===== config.mk =====
export PLATFORM = sky130hd
export DESIGN_NAME = async_sram_ctrl
export DESIGN_NICKNAME = d
export VERILOG_FILES = /design/src/rtl/sram_ctrl_pkg.sv /design/src/rtl/sram_req_latch.sv /design/src/rtl/sram_phase_seq.sv /design/src/rtl/sram_rd_capture.sv /design/src/rtl/async_sram_ctrl.sv
export SDC_FILE = /design/constraint.sdc
export NUM_CORES = 1
export LEC_CHECK = 0
export ABC_CLOCK_PERIOD_IN_PS = 1900
export CAP_MARGIN = 10
export CORE_MARGIN = 2
export CORE_UTILIZATION = 41
export CTS_BUF_LIST = sky130_fd_sc_hd__clkbuf_4
export DETAILED_ROUTE_END_ITERATION = 8
export PLACE_DENSITY = 0.81
export SLEW_MARGIN = 15
export SYNTH_ARGS = -nofsm -noshare
export SYNTH_HDL_FRONTEND = slang
export SYNTH_SLANG_ARGS = --single-unit

===== constraint.sdc =====
create_clock -name clk -period 1.9 [get_ports clk]
set_clock_uncertainty 0.1 [all_clocks]
set_input_delay 0.57 -clock clk [delete_from_list [all_inputs] [get_ports clk]]
set_output_delay 0.57 -clock clk [all_outputs]
set_load 0.005 [all_outputs]

===== src/rtl/sram_ctrl_pkg.sv =====
// Package: shared phase type for the asynchronous SRAM access sequencer.
// Assumes every phase length parameter is at least one cycle.
package sram_ctrl_pkg;

    typedef enum logic [2:0] {
        PH_IDLE    = 3'd0,
        PH_WSETUP  = 3'd1,
        PH_WSTROBE = 3'd2,
        PH_WHOLD   = 3'd3,
        PH_READ    = 3'd4,
        PH_TURN    = 3'd5
    } phase_t;

endpackage


===== src/rtl/sram_req_latch.sv =====
// Module: holds the accepted request (address, data, direction) steady for
// the whole access so the memory pins never change mid-access.
// Assumes load is only raised when the sequencer is idle.
module sram_req_latch #(
    parameter int ADDR_W = 13,
    parameter int DATA_W = 8
) (
    input  logic              clk,
    input  logic              rst_n,
    input  logic              load,
    input  logic [ADDR_W-1:0] addr_i,
    input  logic [DATA_W-1:0] data_i,
    input  logic              write_i,
    output logic [ADDR_W-1:0] addr_q,
    output logic [DATA_W-1:0] data_q,
    output logic              write_q
);

    // Capture request fields at acceptance; keep them otherwise.
    always_ff @(posedge clk) begin
        if (!rst_n) begin
            addr_q  <= '0;
            data_q  <= '0;
            write_q <= 1'b0;
        end else if (load) begin
            addr_q  <= addr_i;
            data_q  <= data_i;
            write_q <= write_i;
        end
    end

    // latched address never moves while no new request is loaded.
    p_addr_held_r10: assert property (@(posedge clk) disable iff (!rst_n)
        !$past(load) && $past(rst_n) |-> $stable(addr_q))
        else $error("latched address changed without a load");

endmodule


===== src/rtl/sram_phase_seq.sv =====
// Module: phase sequencer. Walks idle -> setup -> strobe -> hold -> turn for
// writes and idle -> read -> turn for reads, each phase lasting a parameter
// number of cycles, counted down by a shared counter.
// Assumes all phase lengths are at least 1.
module sram_phase_seq
    import sram_ctrl_pkg::*;
#(
    parameter int SETUP_CYC  = 1,
    parameter int ACCESS_CYC = 3,
    parameter int HOLD_CYC   = 1,
    parameter int TURN_CYC   = 1
) (
    input  logic   clk,
    input  logic   rst_n,
    input  logic   start,
    input  logic   start_write,
    output phase_t phase,
    output logic   last
);

    localparam int MAX_A = (SETUP_CYC > ACCESS_CYC) ? SETUP_CYC : ACCESS_CYC;
    localparam int MAX_B = (HOLD_CYC > TURN_CYC) ? HOLD_CYC : TURN_CYC;
    localparam int MAX_C = (MAX_A > MAX_B) ? MAX_A : MAX_B;
    localparam int CNT_W = (MAX_C > 1) ? $clog2(MAX_C) : 1;

    logic [CNT_W-1:0] cnt;
    phase_t           nxt;
    logic             advance;

    // Length of a phase minus one, as loaded into the counter.
    function automatic logic [CNT_W-1:0] reload(input phase_t p);
        case (p)
            PH_WSETUP:  reload = CNT_W'(SETUP_CYC - 1);
            PH_WSTROBE: reload = CNT_W'(ACCESS_CYC - 1);
            PH_WHOLD:   reload = CNT_W'(HOLD_CYC - 1);
            PH_READ:    reload = CNT_W'(ACCESS_CYC - 1);
            PH_TURN:    reload = CNT_W'(TURN_CYC - 1);
            default:    reload = '0;
        endcase
    endfunction

    assign last    = (cnt == '0);
    assign advance = (phase == PH_IDLE) ? start : last;

    // Pick the phase that follows the current one.
    always_comb begin
        case (phase)
            PH_IDLE:    nxt = start_write ? PH_WSETUP : PH_READ;
            PH_WSETUP:  nxt = PH_WSTROBE;
            PH_WSTROBE: nxt = PH_WHOLD;
            PH_WHOLD:   nxt = PH_TURN;
            PH_READ:    nxt = PH_TURN;
            default:    nxt = PH_IDLE;
        endcase
    end

    // Phase register and down-counter.
    always_ff @(posedge clk) begin
        if (!rst_n) begin
            phase <= PH_IDLE;
            cnt   <= '0;
        end else if (advance) begin
            phase <= nxt;
            cnt   <= reload(nxt);
        end else if (cnt != '0) begin
            cnt <= cnt - 1'b1;
        end
    end

    // the strobe phase is only ever entered from the setup phase.
    p_strobe_after_setup_r3: assert property (@(posedge clk) disable iff (!rst_n)
        phase == PH_WSTROBE && $past(phase) != PH_WSTROBE |-> $past(phase) == PH_WSETUP)
        else $error("write strobe entered without setup");

    // every access passes through the turnaround phase before idle.
    p_turn_before_idle_r8: assert property (@(posedge clk) disable iff (!rst_n)
        phase == PH_IDLE && $past(phase) != PH_IDLE && $past(rst_n) |-> $past(phase) == PH_TURN)
        else $error("idle reached without turnaround");

endmodule


===== src/rtl/sram_rd_capture.sv =====
// Module: captures the byte on the memory data bus at the end of the read
// access count and raises a one-cycle valid pulse with it.
// Assumes capture is high for exactly one cycle per read.
module sram_rd_capture #(
    parameter int DATA_W = 8
) (
    input  logic              clk,
    input  logic              rst_n,
    input  logic              capture,
    input  logic [DATA_W-1:0] dq_in,
    output logic [DATA_W-1:0] rdata,
    output logic              rvalid
);

    // Register read byte and its valid pulse.
    always_ff @(posedge clk) begin
        if (!rst_n) begin
            rdata  <= '0;
            rvalid <= 1'b0;
        end else begin
            rvalid <= capture;
            if (capture) rdata <= dq_in;
        end
    end

    // the valid pulse never lasts longer than one cycle.
    p_single_pulse_r7: assert property (@(posedge clk) disable iff (!rst_n)
        rvalid |=> !rvalid)
        else $error("read valid held for more than one cycle");

    // returned byte stays put while no capture happens.
    p_rdata_held_r7: assert property (@(posedge clk) disable iff (!rst_n)
        !$past(capture) && $past(rst_n) |-> $stable(rdata))
        else $error("read data changed without capture");

endmodule


===== src/rtl/async_sram_ctrl.sv =====
// Module: top of the asynchronous SRAM access sequencer. Takes single host
// requests on a valid/ready port, drives the memory's active-low select and
// strobes from the current phase, and returns read bytes with a valid pulse.
// Assumes the external memory meets its access time within ACCESS_CYC cycles
// and that the pad logic turns mem_dq_out/mem_dq_oe into a tri-state bus.
module async_sram_ctrl
    import sram_ctrl_pkg::*;
#(
    parameter int ADDR_W     = 13,
    parameter int DATA_W     = 8,
    parameter int SETUP_CYC  = 1,
    parameter int ACCESS_CYC = 3,
    parameter int HOLD_CYC   = 1,
    parameter int TURN_CYC   = 1
) (
    input  logic              clk,
    input  logic              rst_n,
    input  logic              req_valid,
    output logic              req_ready,
    input  logic              req_write,
    input  logic [ADDR_W-1:0] req_addr,
    input  logic [DATA_W-1:0] req_wdata,
    output logic              rsp_valid,
    output logic [DATA_W-1:0] rsp_rdata,
    output logic [ADDR_W-1:0] mem_addr,
    output logic [DATA_W-1:0] mem_dq_out,
    output logic              mem_dq_oe,
    input  logic [DATA_W-1:0] mem_dq_in,
    output logic              mem_cs_n,
    output logic              mem_oe_n,
    output logic              mem_we_n
);

    phase_t            phase;
    logic              last;
    logic              accept;
    logic              write_q;
    logic [ADDR_W-1:0] addr_q;
    logic [DATA_W-1:0] data_q;

    assign accept = req_valid && req_ready;

    sram_req_latch #(.ADDR_W(ADDR_W), .DATA_W(DATA_W)) u_latch (
        .clk     (clk),
        .rst_n   (rst_n),
        .load    (accept),
        .addr_i  (req_addr),
        .data_i  (req_wdata),
        .write_i (req_write),
        .addr_q  (addr_q),
        .data_q  (data_q),
        .write_q (write_q)
    );

    sram_phase_seq #(
        .SETUP_CYC  (SETUP_CYC),
        .ACCESS_CYC (ACCESS_CYC),
        .HOLD_CYC   (HOLD_CYC),
        .TURN_CYC   (TURN_CYC)
    ) u_seq (
        .clk         (clk),
        .rst_n       (rst_n),
        .start       (accept),
        .start_write (req_write),
        .phase       (phase),
        .last        (last)
    );

    sram_rd_capture #(.DATA_W(DATA_W)) u_cap (
        .clk     (clk),
        .rst_n   (rst_n),
        .capture (phase == PH_READ && last),
        .dq_in   (mem_dq_in),
        .rdata   (rsp_rdata),
        .rvalid  (rsp_valid)
    );

    // Decode memory pins and host ready from the current phase.
    always_comb begin
        req_ready  = (phase == PH_IDLE);
        mem_cs_n   = (phase == PH_IDLE) || (phase == PH_TURN);
        mem_oe_n   = (phase != PH_READ);
        mem_we_n   = (phase != PH_WSTROBE);
        mem_dq_oe  = (phase == PH_WSETUP) || (phase == PH_WSTROBE) || (phase == PH_WHOLD);
        mem_addr   = addr_q;
        mem_dq_out = data_q;
    end

    // out of reset all strobes are inactive and the bus is released.
    p_reset_quiet_r1: assert property (@(posedge clk)
        !$past(rst_n) |-> mem_cs_n && mem_oe_n && mem_we_n && !mem_dq_oe && req_ready)
        else $error("pins not quiet after reset");

    // a request accepted now leaves the block busy next cycle.
    p_busy_after_accept_r2: assert property (@(posedge clk) disable iff (!rst_n)
        req_valid && req_ready |=> !req_ready)
        else $error("ready still high after acceptance");

    // address and data are driven and steady when the write strobe falls.
    p_write_setup_r3: assert property (@(posedge clk) disable iff (!rst_n)
        $fell(mem_we_n) |-> $past(mem_dq_oe) && !$past(mem_cs_n) && $stable(mem_addr) && $stable(mem_dq_out))
        else $error("write strobe fell without setup");

    // after the strobe rises, select and bus drive remain for the hold.
    p_write_hold_r4: assert property (@(posedge clk) disable iff (!rst_n)
        $rose(mem_we_n) |-> !mem_cs_n && mem_dq_oe && $stable(mem_addr) && $stable(mem_dq_out))
        else $error("write hold violated");

    // block never drives the bus while the read strobe is asserted.
    p_no_contention_r5: assert property (@(posedge clk) disable iff (!rst_n)
        !mem_oe_n |-> !mem_dq_oe && mem_we_n)
        else $error("bus contention");

    // bus already released in the cycle before the read strobe falls.
    p_release_before_read_r5: assert property (@(posedge clk) disable iff (!rst_n)
        $fell(mem_oe_n) |-> !$past(mem_dq_oe))
        else $error("read strobe right after bus drive");

    // no strobe without select, and select off while idle.
    p_strobe_needs_cs_r9: assert property (@(posedge clk) disable iff (!rst_n)
        (!mem_we_n || !mem_oe_n || mem_dq_oe) |-> !mem_cs_n)
        else $error("strobe or drive without select");

    p_idle_no_cs_r9: assert property (@(posedge clk) disable iff (!rst_n)
        req_ready |-> mem_cs_n)
        else $error("select asserted while idle");

endmodule


After elaboration in Yosys (flattened, before gate mapping)
Cells that the tools add are included.

storage, ports and cells
  flip-flop bits (word level) = 35
  output and inout bits = 35
  word-level logic and storage cells = 33

cells by class
  add/sub/neg operators = 1
  eq/ne operators = 9
  mux-type cells = 6
  reduce and logical (&&, ||, !) cells = 11

operator list
  operator               count
  $pmux W3 S4            1
  $eq A3 B2 Y1 const B   3
  $eq A3 B3 Y1 const B   3
  $mux W2                3
  $reduce_bool A2 Y1     2
  $reduce_or A2 Y1       2
  $eq A3 B1 Y1 const B   1
  $logic_not A3 Y1       1
  $logic_or A1 B1 Y1     3
  $mux W3                1
  $ne A3 B2 Y1 const B   1
  $ne A3 B3 Y1 const B   1
  $logic_and A1 B1 Y1    2
  $logic_not A2 Y1       1
  $sub A2 B1 Y2 const B  1
  $mux W1                1

Depth between registers and ports, before layout
Gate-level depths: netlist of the first run.

  depth in word-level cells = 7
  gate-level depth with buffers = 7
  mapped depth without buffers = 5

Hierarchy
From an unflattened synthesis of the first run, not the netlist that was laid out.

unflattened totals
  cells, all modules = 147
  area total of the unflattened synthesis = 1585.3 um^2

modules (own cells, without submodules)
  module           times used  cells each  area an instance (um^2)
  sram_req_latch   1           71          857.1
  sram_phase_seq   1           40          344.1
  sram_rd_capture  1           27          329.1
  async_sram_ctrl  1           9           55.1

Worst setup path after synthesis of the first run
Ideal clock, no wire load.

  kind = input to register
  from = input port req_valid
  to = register u_seq.phase[0]
  data arrival time = 1.488 ns
  data required time = 1.667 ns
  setup slack = 0.178 ns
  stages on the path = 4
  buffers on the path = 1
  cells stage by stage = or4b_1 > clkbuf_1 > a222oi_1 > a211oi_2

on the way
  word-level cells in the longest chain between the ends = 2

ends and longest elaborated chain
  element               RTL line               RTL
  start, declared       async_sram_ctrl.sv:18  input logic req_valid,
  $logic_and A1 B1 Y1   async_sram_ctrl.sv:41  assign accept = req_valid && req_ready;
  $mux W1               sram_phase_seq.sv:43   assign advance = (phase == PH_IDLE) ? start : last;
  end signal, assigned  sram_phase_seq.sv:63   phase <= nxt;
  end, declared         sram_phase_seq.sv:17   output phase_t phase,

Every way passes these cells.
A chain may end at the register's enable or synchronous reset.

Worst setup path after layout of the first run
  from = register u_latch.data_q[3]
  to = output port mem_dq_out[3]

RTL lines
  element                 RTL line               RTL
  start, declared         sram_req_latch.sv:15   output logic [DATA_W-1:0] data_q,
  start signal, assigned  sram_req_latch.sv:27   data_q <= data_i;
  end, declared           async_sram_ctrl.sv:26  output logic [DATA_W-1:0] mem_dq_out,

No word-level cell between the ends.

==> flow_metrics.env, run 1 <==
export IMPL_place_hpwl_mm=2.40
export IMPL_path_delay_family="buffers and inverters"
export IMPL_place_area_um2=2180
export IMPL_grt_max_degree=33
export IMPL_leakagePower_nw=1.06
export IMPL_slowest_delay_ps=510
export IMPL_synth_avg_cell_area_um2=8.40
export IMPL_ff2ff_setup_slack_ps=120
export IMPL_ys_ff_latch=35
export IMPL_rr_worst_depth=4
export IMPL_ioPinCount=68
export IMPL_cts_max_level=2
export IMPL_antenna_found_initial=0
export IMPL_yosysUniqueCellTypes=31
export IMPL_finalSetupTns_ps=0
export IMPL_core_area_um2=3280
export IMPL_synthTopCellsByArea="dfxtp_1 51%, nand2_1 12%, a21oi_1 7.6%, mux2i_1 5.8%, nor2_1 3.5%"
export IMPL_ys_seq_area_share_pct=50.9
export IMPL_path_class="reg2out"
export IMPL_finalCritPeriodShare_pct=97.1
export IMPL_required_ps=1230
export IMPL_portBuffers=67
export IMPL_r2r_start="u_seq.phase[0]"
export IMPL_rows=21
export IMPL_cts_inserted_buffers=5
export IMPL_power_switching_uw=880
export IMPL_clk_pin_slew_ps=100
export IMPL_synth_top_area_cell="dfxtp_1"
export IMPL_drv_slew=0
export IMPL_ctsHoldBuffers=0
export IMPL_path_max_fanout=2
export IMPL_crit_path_start_kind="register"
export IMPL_power_frac_comb_pct=47.3
export IMPL_worstPathArrival_ps=1180
export IMPL_tightest_slew_ps=351
export IMPL_synthFlopType="dfxtp_1"
export IMPL_max_freq_mhz=542
export IMPL_utilization_pct=70.0
export IMPL_finalInstanceArea_um2=2300
export IMPL_die_x_um=62.0
export IMPL_pwr_share_seq_pct=38.4
export IMPL_r2r_end="u_seq.phase[0]"
export IMPL_drt_iter0_markers=34
export IMPL_clockBufferDepth=2
export IMPL_vias=1367
export IMPL_synth_most_common_cell="nand2_1"
export IMPL_synthCells=164
export IMPL_num_antenna_cells=0
export IMPL_clk_latency_ps=330
export IMPL_clock_sinks=35
export IMPL_grt_overflow=0
export IMPL_min_to="u_latch.addr_q[7]"
export IMPL_finalSetupViolCount=0
export IMPL_grt_pass1_vias=1187
export IMPL_fill_cells=275
export IMPL_hold_depth=2
export IMPL_wl_per_cell_um=12.0
export IMPL_yosys_warnings=0
export IMPL_path_buf_inv=1
export IMPL_netlist_area_leader_share_pct=50.9
export IMPL_netlist_area_um2=1380
export IMPL_ant_nets=0
export IMPL_rsz0062_at_grt="no"
export IMPL_synth_edf_count=0
export IMPL_drc=0
export IMPL_first_pass_iters=4
export IMPL_vias_per_cell=4.78
export IMPL_cts_tree="built"
export IMPL_die_height_um=62.0
export IMPL_min_path_type="reg2reg"
export IMPL_final_hold_viol_count=0
export IMPL_min_from="u_latch.addr_q[7]"
export IMPL_gp_congestion=0.781
export IMPL_status="completed"
export IMPL_ir_drop_v=0.000587
export IMPL_finish_net_count=275
export IMPL_post_route_min_period_ps=1850
export IMPL_maxCapViolCount=0
export IMPL_totalWireLength_mm=3.43
export IMPL_cts_root_buf="clkbuf_4"
export IMPL_grt_usage_pct=19.8
export IMPL_power_density_nw_per_um2=1130
export IMPL_synthTopCellsByCount="44 x nand2_1, 35 x dfxtp_1, 21 x a21oi_1, 13 x nor2_1, 9 x clkbuf_1"
export IMPL_syn_num_nets=198
export IMPL_synthArstFlopShare_pct=0
export IMPL_p_int_mw=1.72
export IMPL_swShare_pct=33.8
export IMPL_crit_path_end_kind="output port"
export IMPL_area_growth_pct=66.9
export IMPL_worstPathCellList="clkdlybuf4s50_1"
export IMPL_final_layout_size_suffix_gt1_share_pct=18.8
export IMPL_power_frac_clock_pct=14.3
export IMPL_grt_pass1_wl_mm=5.50
export IMPL_die_area_um2=3840
export IMPL_critPathSlowestCell="clkdlybuf4s50_1"
export IMPL_start_util_pct=41.9
export IMPL_relSlewSlack_pct=76.6
[flip-flops by register name, indices dropped and copies added, names as in the netlist]
signal	flops
u_latch.addr_q	13
u_latch.data_q	8
u_seq.phase	3
u_cap.rdata	8
u_seq.cnt	2
u_cap.rvalid	1
[timing repair]
action	CTS	global route
pin swaps	0	2
endpoints found under the setup margin	5	43
endpoints found under the hold margin	0	0
resized for setup	19	22
buffers inserted	3	0
[through the flow]
stage	power (mW)	setup WS [ps]	std cells	hold slack, ps
after floorplan	1.60	178	164	353
after global placement	2.20	-260	278	341
after detailed placement	2.23	-291	278	345
after CTS	2.62	3.00	287	359
after global routing	2.80	1.52	286	376
final	2.60	54.8	286	355
[layer usage]
metal  global-route usage [%]  wire (um)
met5                        0          0
met4                     7.29         46
met3                     7.25        289
met2                     31.8       1640
met1                     24.3       1450
[power by group through the flow]
stage / combinational, mW / clock, mW / sequential, mW
final: 1.23 / 0.372 / 0.999
after detailed placement: 1.24 / 0 / 0.998
after global routing: 1.36 / 0.419 / 1.02
after CTS: 1.25 / 0.383 / 0.989
after floorplan: 0.623 / 0 / 0.978
after global placement: 1.21 / 0 / 0.993
[placed cells by master (no fill, tap or decap), types with 2 or more instances in the layout]
cell	instances
dfxtp_1	25
clkdlybuf4s50_1	50
dlymetal6s2s_1	12
inv_1	4
clkbuf_4	6
buf_4	15
buf_2	2
nor2_1	11
dfxtp_4	3
mux2i_1	8
and2_1	2
dlygate4sd2_1	3
a21oi_1	21
nand2_1	44
o21ai_1	3
dfxtp_2	7
[area by class of cell]
class                           count  area [um^2]  share of cell area (%)
Clock buffer                        6         45.0                    1.96
Inverter                            5         18.8                   0.816
Multi-Input combinational cell    111          638                    27.7
Sequential cell                    35          721                    31.3
Tap cell                           46         57.6                    2.50
Timing Repair Buffer               83          820                    35.6
[how the worst max path moves through the flow]
stage	cells past startpoint	slack, ps	startpoint	to
4_1_cts	1	3	u_cap.rdata[7]	rsp_rdata[7]
3_5_place_dp	4	-290	req_valid	u_seq.phase[0]
3_3_place_gp	4	-260	req_valid	u_seq.phase[0]
2_1_floorplan	4	180	req_valid	u_seq.phase[0]
6_report	1	50	u_latch.data_q[3]	mem_dq_out[3]
5_1_grt	1	2	u_cap.rdata[3]	rsp_rdata[3]
[cell families after synthesis]
logic type / synth area share, %
AND/OR/NAND/NOR: 22.0
flip-flops: 50.9
AO/OA/AOI/OAI: 13.1
buffers and inverters: 5.27
multiplexers: 6.63
XOR/XNOR: 1.27
adder cells (fa/ha/maj): 0.908
Power figures use the tool's default switching activity.
==> run 2: changes to the inputs <==
--- a/config.mk
+++ b/config.mk
@@ -11,7 +11,7 @@
 export CORE_UTILIZATION = 41
 export CTS_BUF_LIST = sky130_fd_sc_hd__clkbuf_4
 export DETAILED_ROUTE_END_ITERATION = 8
-export PLACE_DENSITY = 0.81
+export PLACE_DENSITY = 0.86
 export SLEW_MARGIN = 15
 export SYNTH_ARGS = -nofsm -noshare
 export SYNTH_HDL_FRONTEND = slang
==> run 2 against run 1 <==
Setup slack got worse by 0.78 ps. Combinational power down 5%. Via count is 1.4% lower. Clock power is 8.9% higher. Flip-flop and latch count did not move. Clock-buffer cell count up 1. Final cell count increased by 0.35%. Global-route usage shrank 2.6 points. Non-clock buffer count decreased by 1. Total power fell by 1.4%. Hold slack barely moved. Utilization is 0.61 points lower. Critical path type unchanged. Critical endpoint is now mem_addr[3].
==> flow_metrics.env, run 2 (synthesis gave the netlist of run 1 again) <==
export IMPL_finalCritPeriodShare_pct=97.2
export IMPL_die_area_um2=3840
export IMPL_clockBufferDepth=2
export IMPL_clk_pin_slew_ps=100
export IMPL_ioPinCount=68
export IMPL_gp_congestion=0.782
export IMPL_vias_per_cell=4.70
export IMPL_drv_slew=0
export IMPL_final_layout_size_suffix_gt1_share_pct=20.7
export IMPL_maxUsedRoutingLayer="met4"
export IMPL_drc=0
export IMPL_worstPathArrival_ps=1180
export IMPL_post_route_min_period_ps=1850
export IMPL_worstPathCellList="clkdlybuf4s50_1"
export IMPL_start_util_pct=41.9
export IMPL_power_density_nw_per_um2=1130
export IMPL_maxCapViolCount=0
export IMPL_path_buf_inv=1
export IMPL_top_regs="u_latch.addr_q x13, u_cap.rdata x8, u_latch.data_q x8"
export IMPL_path_delay_family="buffers and inverters"
export IMPL_cts_inserted_buffers=5
export IMPL_crit_path_end_kind="output port"
export IMPL_crit_path_start_kind="register"
export IMPL_place_area_um2=2170
export IMPL_cts_tree="built"
export IMPL_grt_max_degree=22
export IMPL_final_hold_viol_count=0
export IMPL_leakagePower_nw=0.999
export IMPL_status="completed"
export IMPL_totalWireLength_mm=3.17
export IMPL_wl_per_cell_um=11.0
export IMPL_most_common_layout_cells="54 x clkdlybuf4s50_1, 44 x nand2_1, 21 x a21oi_1, 18 x dfxtp_1, 15 x buf_4"
export IMPL_top_register="u_latch.addr_q"
export IMPL_first_pass_iters=4
export IMPL_ant_nets=0
export IMPL_num_antenna_cells=0
export IMPL_slowest_delay_ps=510
export IMPL_rsz0062_at_grt="no"
export IMPL_grt_overflow=0
export IMPL_portBuffers=67
export IMPL_seqCellArea_um2=729
export IMPL_grt_usage_pct=17.3
export IMPL_die_x_um=62.0
export IMPL_tightest_slew_ps=341
export IMPL_drt_iter0_markers=58
export IMPL_utilization_pct=69.4
export IMPL_clk_latency_ps=320
export IMPL_core_area_um2=3280
export IMPL_dr_wl_met2_mm=1.58
export IMPL_max_freq_mhz=542
export IMPL_final_common_cell="clkdlybuf4s50_1"
export IMPL_finalSetupViolCount=0
export IMPL_vias=1348
export IMPL_required_ps=1230
export IMPL_min_path_type="reg2reg"
export IMPL_cts_root_buf="clkbuf_4"
export IMPL_place_hpwl_mm=2.31
export IMPL_die_height_um=62.0
export IMPL_grt_pass1_wl_mm=4.81
export IMPL_finish_net_count=274
export IMPL_finalInstanceArea_um2=2280
export IMPL_clock_sinks=35
export IMPL_cts_max_level=2
export IMPL_wl_met1_mm=1.34
export IMPL_fill_cells=277
export IMPL_path_class="reg2out"
export IMPL_multiInputGateArea_um2=627
export IMPL_path_max_fanout=2
export IMPL_grt_pass1_vias=1084
export IMPL_antenna_found_initial=0
export IMPL_ir_drop_v=0.000685
export IMPL_route_met3_wl_um=213
export IMPL_critPathSlowestCell="clkdlybuf4s50_1"
export IMPL_relSlewSlack_pct=77.3
export IMPL_largest_reg_flops=13
export IMPL_ctsHoldBuffers=0
export IMPL_rows=21
export IMPL_area_growth_pct=65.5
run 2: cell types whose count changed in the layout (fill, tap and decap cells not counted), moves of 4 or more:
cell | previous run | this run
dfxtp_2 | 7 | 14
clkdlybuf4s50_1 | 50 | 54
dfxtp_1 | 25 | 18
dlymetal6s2s_1 | 12 | 8
run 2: layer usage:
metal | GRT usage (%) | vias to the layer above
met1 | 20.8 | 603
met3 | 5.80 | 4
met4 | 8.21 | 0
li1 | - | 693
met5 | 0 | -
met2 | 27.5 | 48
run 2: repair_timing:
action	4_1_cts	5_1_grt
hold endpoints to repair	0	0
endpoints found under the setup margin	5	25
gates resized for setup	16	24
buffers inserted	1	0
run 2: power by group:
group          internal (mW)  switching [mW]  total, mW  leakage [nW]
combinational          0.648           0.519       1.17         0.668
clock                  0.173           0.233      0.405        0.0361
sequential             0.902          0.0937      0.995         0.295
total                   1.72           0.845       2.57         0.999
run 2: cell type report:
class                   count  share of cell area (%)
repair buffers             82                    34.6
inverters                   5                   0.823
clock buffers               7                    2.31
multi-input cells         111                    27.5
well taps                  46                    2.52
clock inverters             1                   0.220
flip-flops and latches     35                    32.0
run 2: worst paths after layout:
| path | slack, ps | depth (start not counted) | start | to |
|---|---|---|---|---|
| worst min register to register | 360 | 2 | u_latch.data_q[1] | u_latch.data_q[1] |
| worst max-delay path | 50 | 1 | u_latch.addr_q[3] | mem_addr[3] |
| worst min-delay path | 360 | 2 | u_latch.data_q[1] | u_latch.data_q[1] |
| worst max register to register | 140 | 4 | u_seq.phase[0] | u_seq.phase[0] |
run 2: per-stage QoR:
stage | setup WS (ps) | power (mW) | std cells | TNS, ps | hold slack (ps)
floorplan | 178 | 1.60 | 164 | 0 | 353
global placement | -250 | 2.18 | 278 | -5000 | 341
detailed placement | -284 | 2.20 | 278 | -5710 | 346
CTS | 10.0 | 2.60 | 287 | 0 | 360
global route | 0.301 | 2.77 | 287 | 0 | 379
finish | 54.0 | 2.57 | 287 | 0 | 355
==> run 3: changes to the inputs <==
--- a/config.mk
+++ b/config.mk
@@ -12,6 +12,7 @@
 export CTS_BUF_LIST = sky130_fd_sc_hd__clkbuf_4
 export DETAILED_ROUTE_END_ITERATION = 8
 export PLACE_DENSITY = 0.86
+export RECOVER_POWER = 50
 export SLEW_MARGIN = 15
 export SYNTH_ARGS = -nofsm -noshare
 export SYNTH_HDL_FRONTEND = slang
==> run 3 against run 2 <==
Sequential share of layout area rose by 0.37 points. Critical endpoint unchanged. Via count down 0.45%. Hold slack barely moved. Critical path type unchanged. Highest routed layer unchanged.
==> flow_metrics.env, run 3 (synthesis gave the netlist of run 1 again) <==
export IMPL_most_common_layout_cells="54 x clkdlybuf4s50_1, 44 x nand2_1, 21 x a21oi_1, 18 x dfxtp_1"
export IMPL_path_buf_inv=1
export IMPL_drv_slew=0
export IMPL_clock_sinks=35
export IMPL_cts_tree="built"
export IMPL_clk_pin_slew_ps=100
export IMPL_grt_overflow=0
export IMPL_fin_ws_ps=53.7
export IMPL_core_area_um2=3280
export IMPL_vias_per_cell=4.68
export IMPL_worstPathCellList="clkdlybuf4s50_1"
export IMPL_top_regs="u_latch.addr_q x13, u_cap.rdata x8, u_latch.data_q x8"
export IMPL_cts_root_buf="clkbuf_4"
export IMPL_rr_worst_depth=5
export IMPL_crit_path_start_kind="register"
export IMPL_finalSetupViolCount=0
export IMPL_fin_hold_ws_ps=356
export IMPL_area_growth_pct=63.6
export IMPL_place_hpwl_mm=2.31
export IMPL_die_area_um2=3840
export IMPL_path_class="reg2out"
export IMPL_ioPinCount=68
export IMPL_first_pass_iters=4
export IMPL_grt_pass1_vias=1084
export IMPL_critPathSlowestCell="clkdlybuf4s50_1"
export IMPL_drc=0
export IMPL_finish_net_count=274
export IMPL_r2r_start="u_seq.phase[0]"
export IMPL_r2r_end="u_latch.data_q[0]"
export IMPL_vias=1342
export IMPL_grt_max_degree=22
export IMPL_crit_end="mem_addr[3]"
export IMPL_clk_latency_ps=320
export IMPL_drt_iter0_markers=55
export IMPL_final_hold_viol_count=0
export IMPL_rsz0062_at_grt="no"
export IMPL_fill_cells=284
export IMPL_min_path_type="reg2reg"
export IMPL_ir_drop_v=0.000684
export IMPL_slowest_delay_ps=510
export IMPL_path_delay_family="buffers and inverters"
export IMPL_crit_path_end_kind="output port"
export IMPL_start_util_pct=41.9
export IMPL_gp_congestion=0.782
export IMPL_ff2ff_setup_slack_ps=140
export IMPL_cts_inserted_buffers=5
export IMPL_startpoint="u_latch.addr_q[3]"
export IMPL_largest_reg_flops=13
export IMPL_wl_per_cell_um=11.1
export IMPL_clockBufferDepth=2
export IMPL_grt_usage_pct=17.3
export IMPL_required_ps=1230
export IMPL_grt_pass1_wl_mm=4.81
export IMPL_totalWireLength_mm=3.19
export IMPL_finalCritPeriodShare_pct=97.2
export IMPL_cts_max_level=2
export IMPL_post_route_min_period_ps=1850
export IMPL_path_max_fanout=2
export IMPL_ctsHoldBuffers=0
export IMPL_rows=21
export IMPL_portBuffers=67
export IMPL_path_depth=1
export IMPL_die_x_um=62.0
export IMPL_final_layout_size_suffix_gt1_share_pct=20.3
export IMPL_dp_slack_ps=-284
export IMPL_tightest_slew_ps=339
export IMPL_fin_cells=287
export IMPL_placed_cells=278
export IMPL_antenna_found_initial=0
export IMPL_maxCapViolCount=0
export IMPL_final_common_cell="clkdlybuf4s50_1"
export IMPL_ant_nets=0
export IMPL_leakagePower_nw=0.859
export IMPL_die_height_um=62.0
export IMPL_relSlewSlack_pct=77.4
export IMPL_max_freq_mhz=542
export IMPL_num_antenna_cells=0
export IMPL_worstPathArrival_ps=1180
export IMPL_status="completed"
export IMPL_top_register="u_latch.addr_q"
export IMPL_power_density_nw_per_um2=1140
[run 3: changes by cell type in the layout (fill, tap and decap cells not counted), sizes merged]
cell           before  now
clkdlybuf4s25       0    8
dlymetal6s2s        8    0
buf                16   15
clkbuf              8    9
[run 3: layer usage]
layer | share of wire, % | global-route usage, % | vias to the layer above
met3 | 6.1 | 5.80 | 4
met2 | 50 | 27.5 | 38
li1 | - | - | 692
met5 | 0 | 0 | -
met1 | 43 | 20.8 | 608
met4 | 1.1 | 8.21 | 0
[run 3: report_power, final]
group	switching, mW	internal, mW
clock network	0.232	0.173
registers	0.0958	0.902
logic	0.517	0.638
[run 3: worst min path at each step]
stage                           start                end  slack, ps  depth (start not counted)
detailed placement  u_latch.data_q[4]  u_latch.data_q[4]        350                          2
global route        u_latch.data_q[6]  u_latch.data_q[6]        380                          2
floorplan           u_latch.addr_q[0]  u_latch.addr_q[0]        350                          2
finish              u_latch.data_q[4]  u_latch.data_q[4]        360                          2
global placement    u_latch.data_q[6]  u_latch.data_q[6]        340                          2
CTS                 u_latch.data_q[4]  u_latch.data_q[4]        360                          2
[run 3: repair_timing]
action	4_1_cts	5_1_grt
setup endpoints to repair	5	25
pin swaps	0	0
cloned	0	0
resized for setup	16	24
setup buffers	1	0
[run 3: final cells by class]
type	count	area, um^2	area share, %
clock buffers	7	52.6	2.33
clock inverters	1	5.00	0.222
inverters	5	18.8	0.833
multi-input cells	111	621	27.5
flip-flops and latches	35	729	32.4
well taps	46	57.6	2.55
repair buffers	82	769	34.1
[run 3: per-stage QoR]
step	setup TNS (ps)	power [mW]	utilization, %	instance area (um^2)
4_1_cts	0	2.60	68.3	2240
3_3_place_gp	-5000	2.18	66.1	2170
2_1_floorplan	0	1.60	-	1380
3_5_place_dp	-5710	2.20	66.1	2170
6_report	0	2.56	68.6	2250
5_1_grt	0	2.76	68.6	2250
[run 3: worst reg2reg max path: stages (launching register included)]
cell      delay, ps
dfxtp_4         390
buf_4           160
or4b_1          570
clkbuf_4        270
nand2_1         110
a21oi_1          70
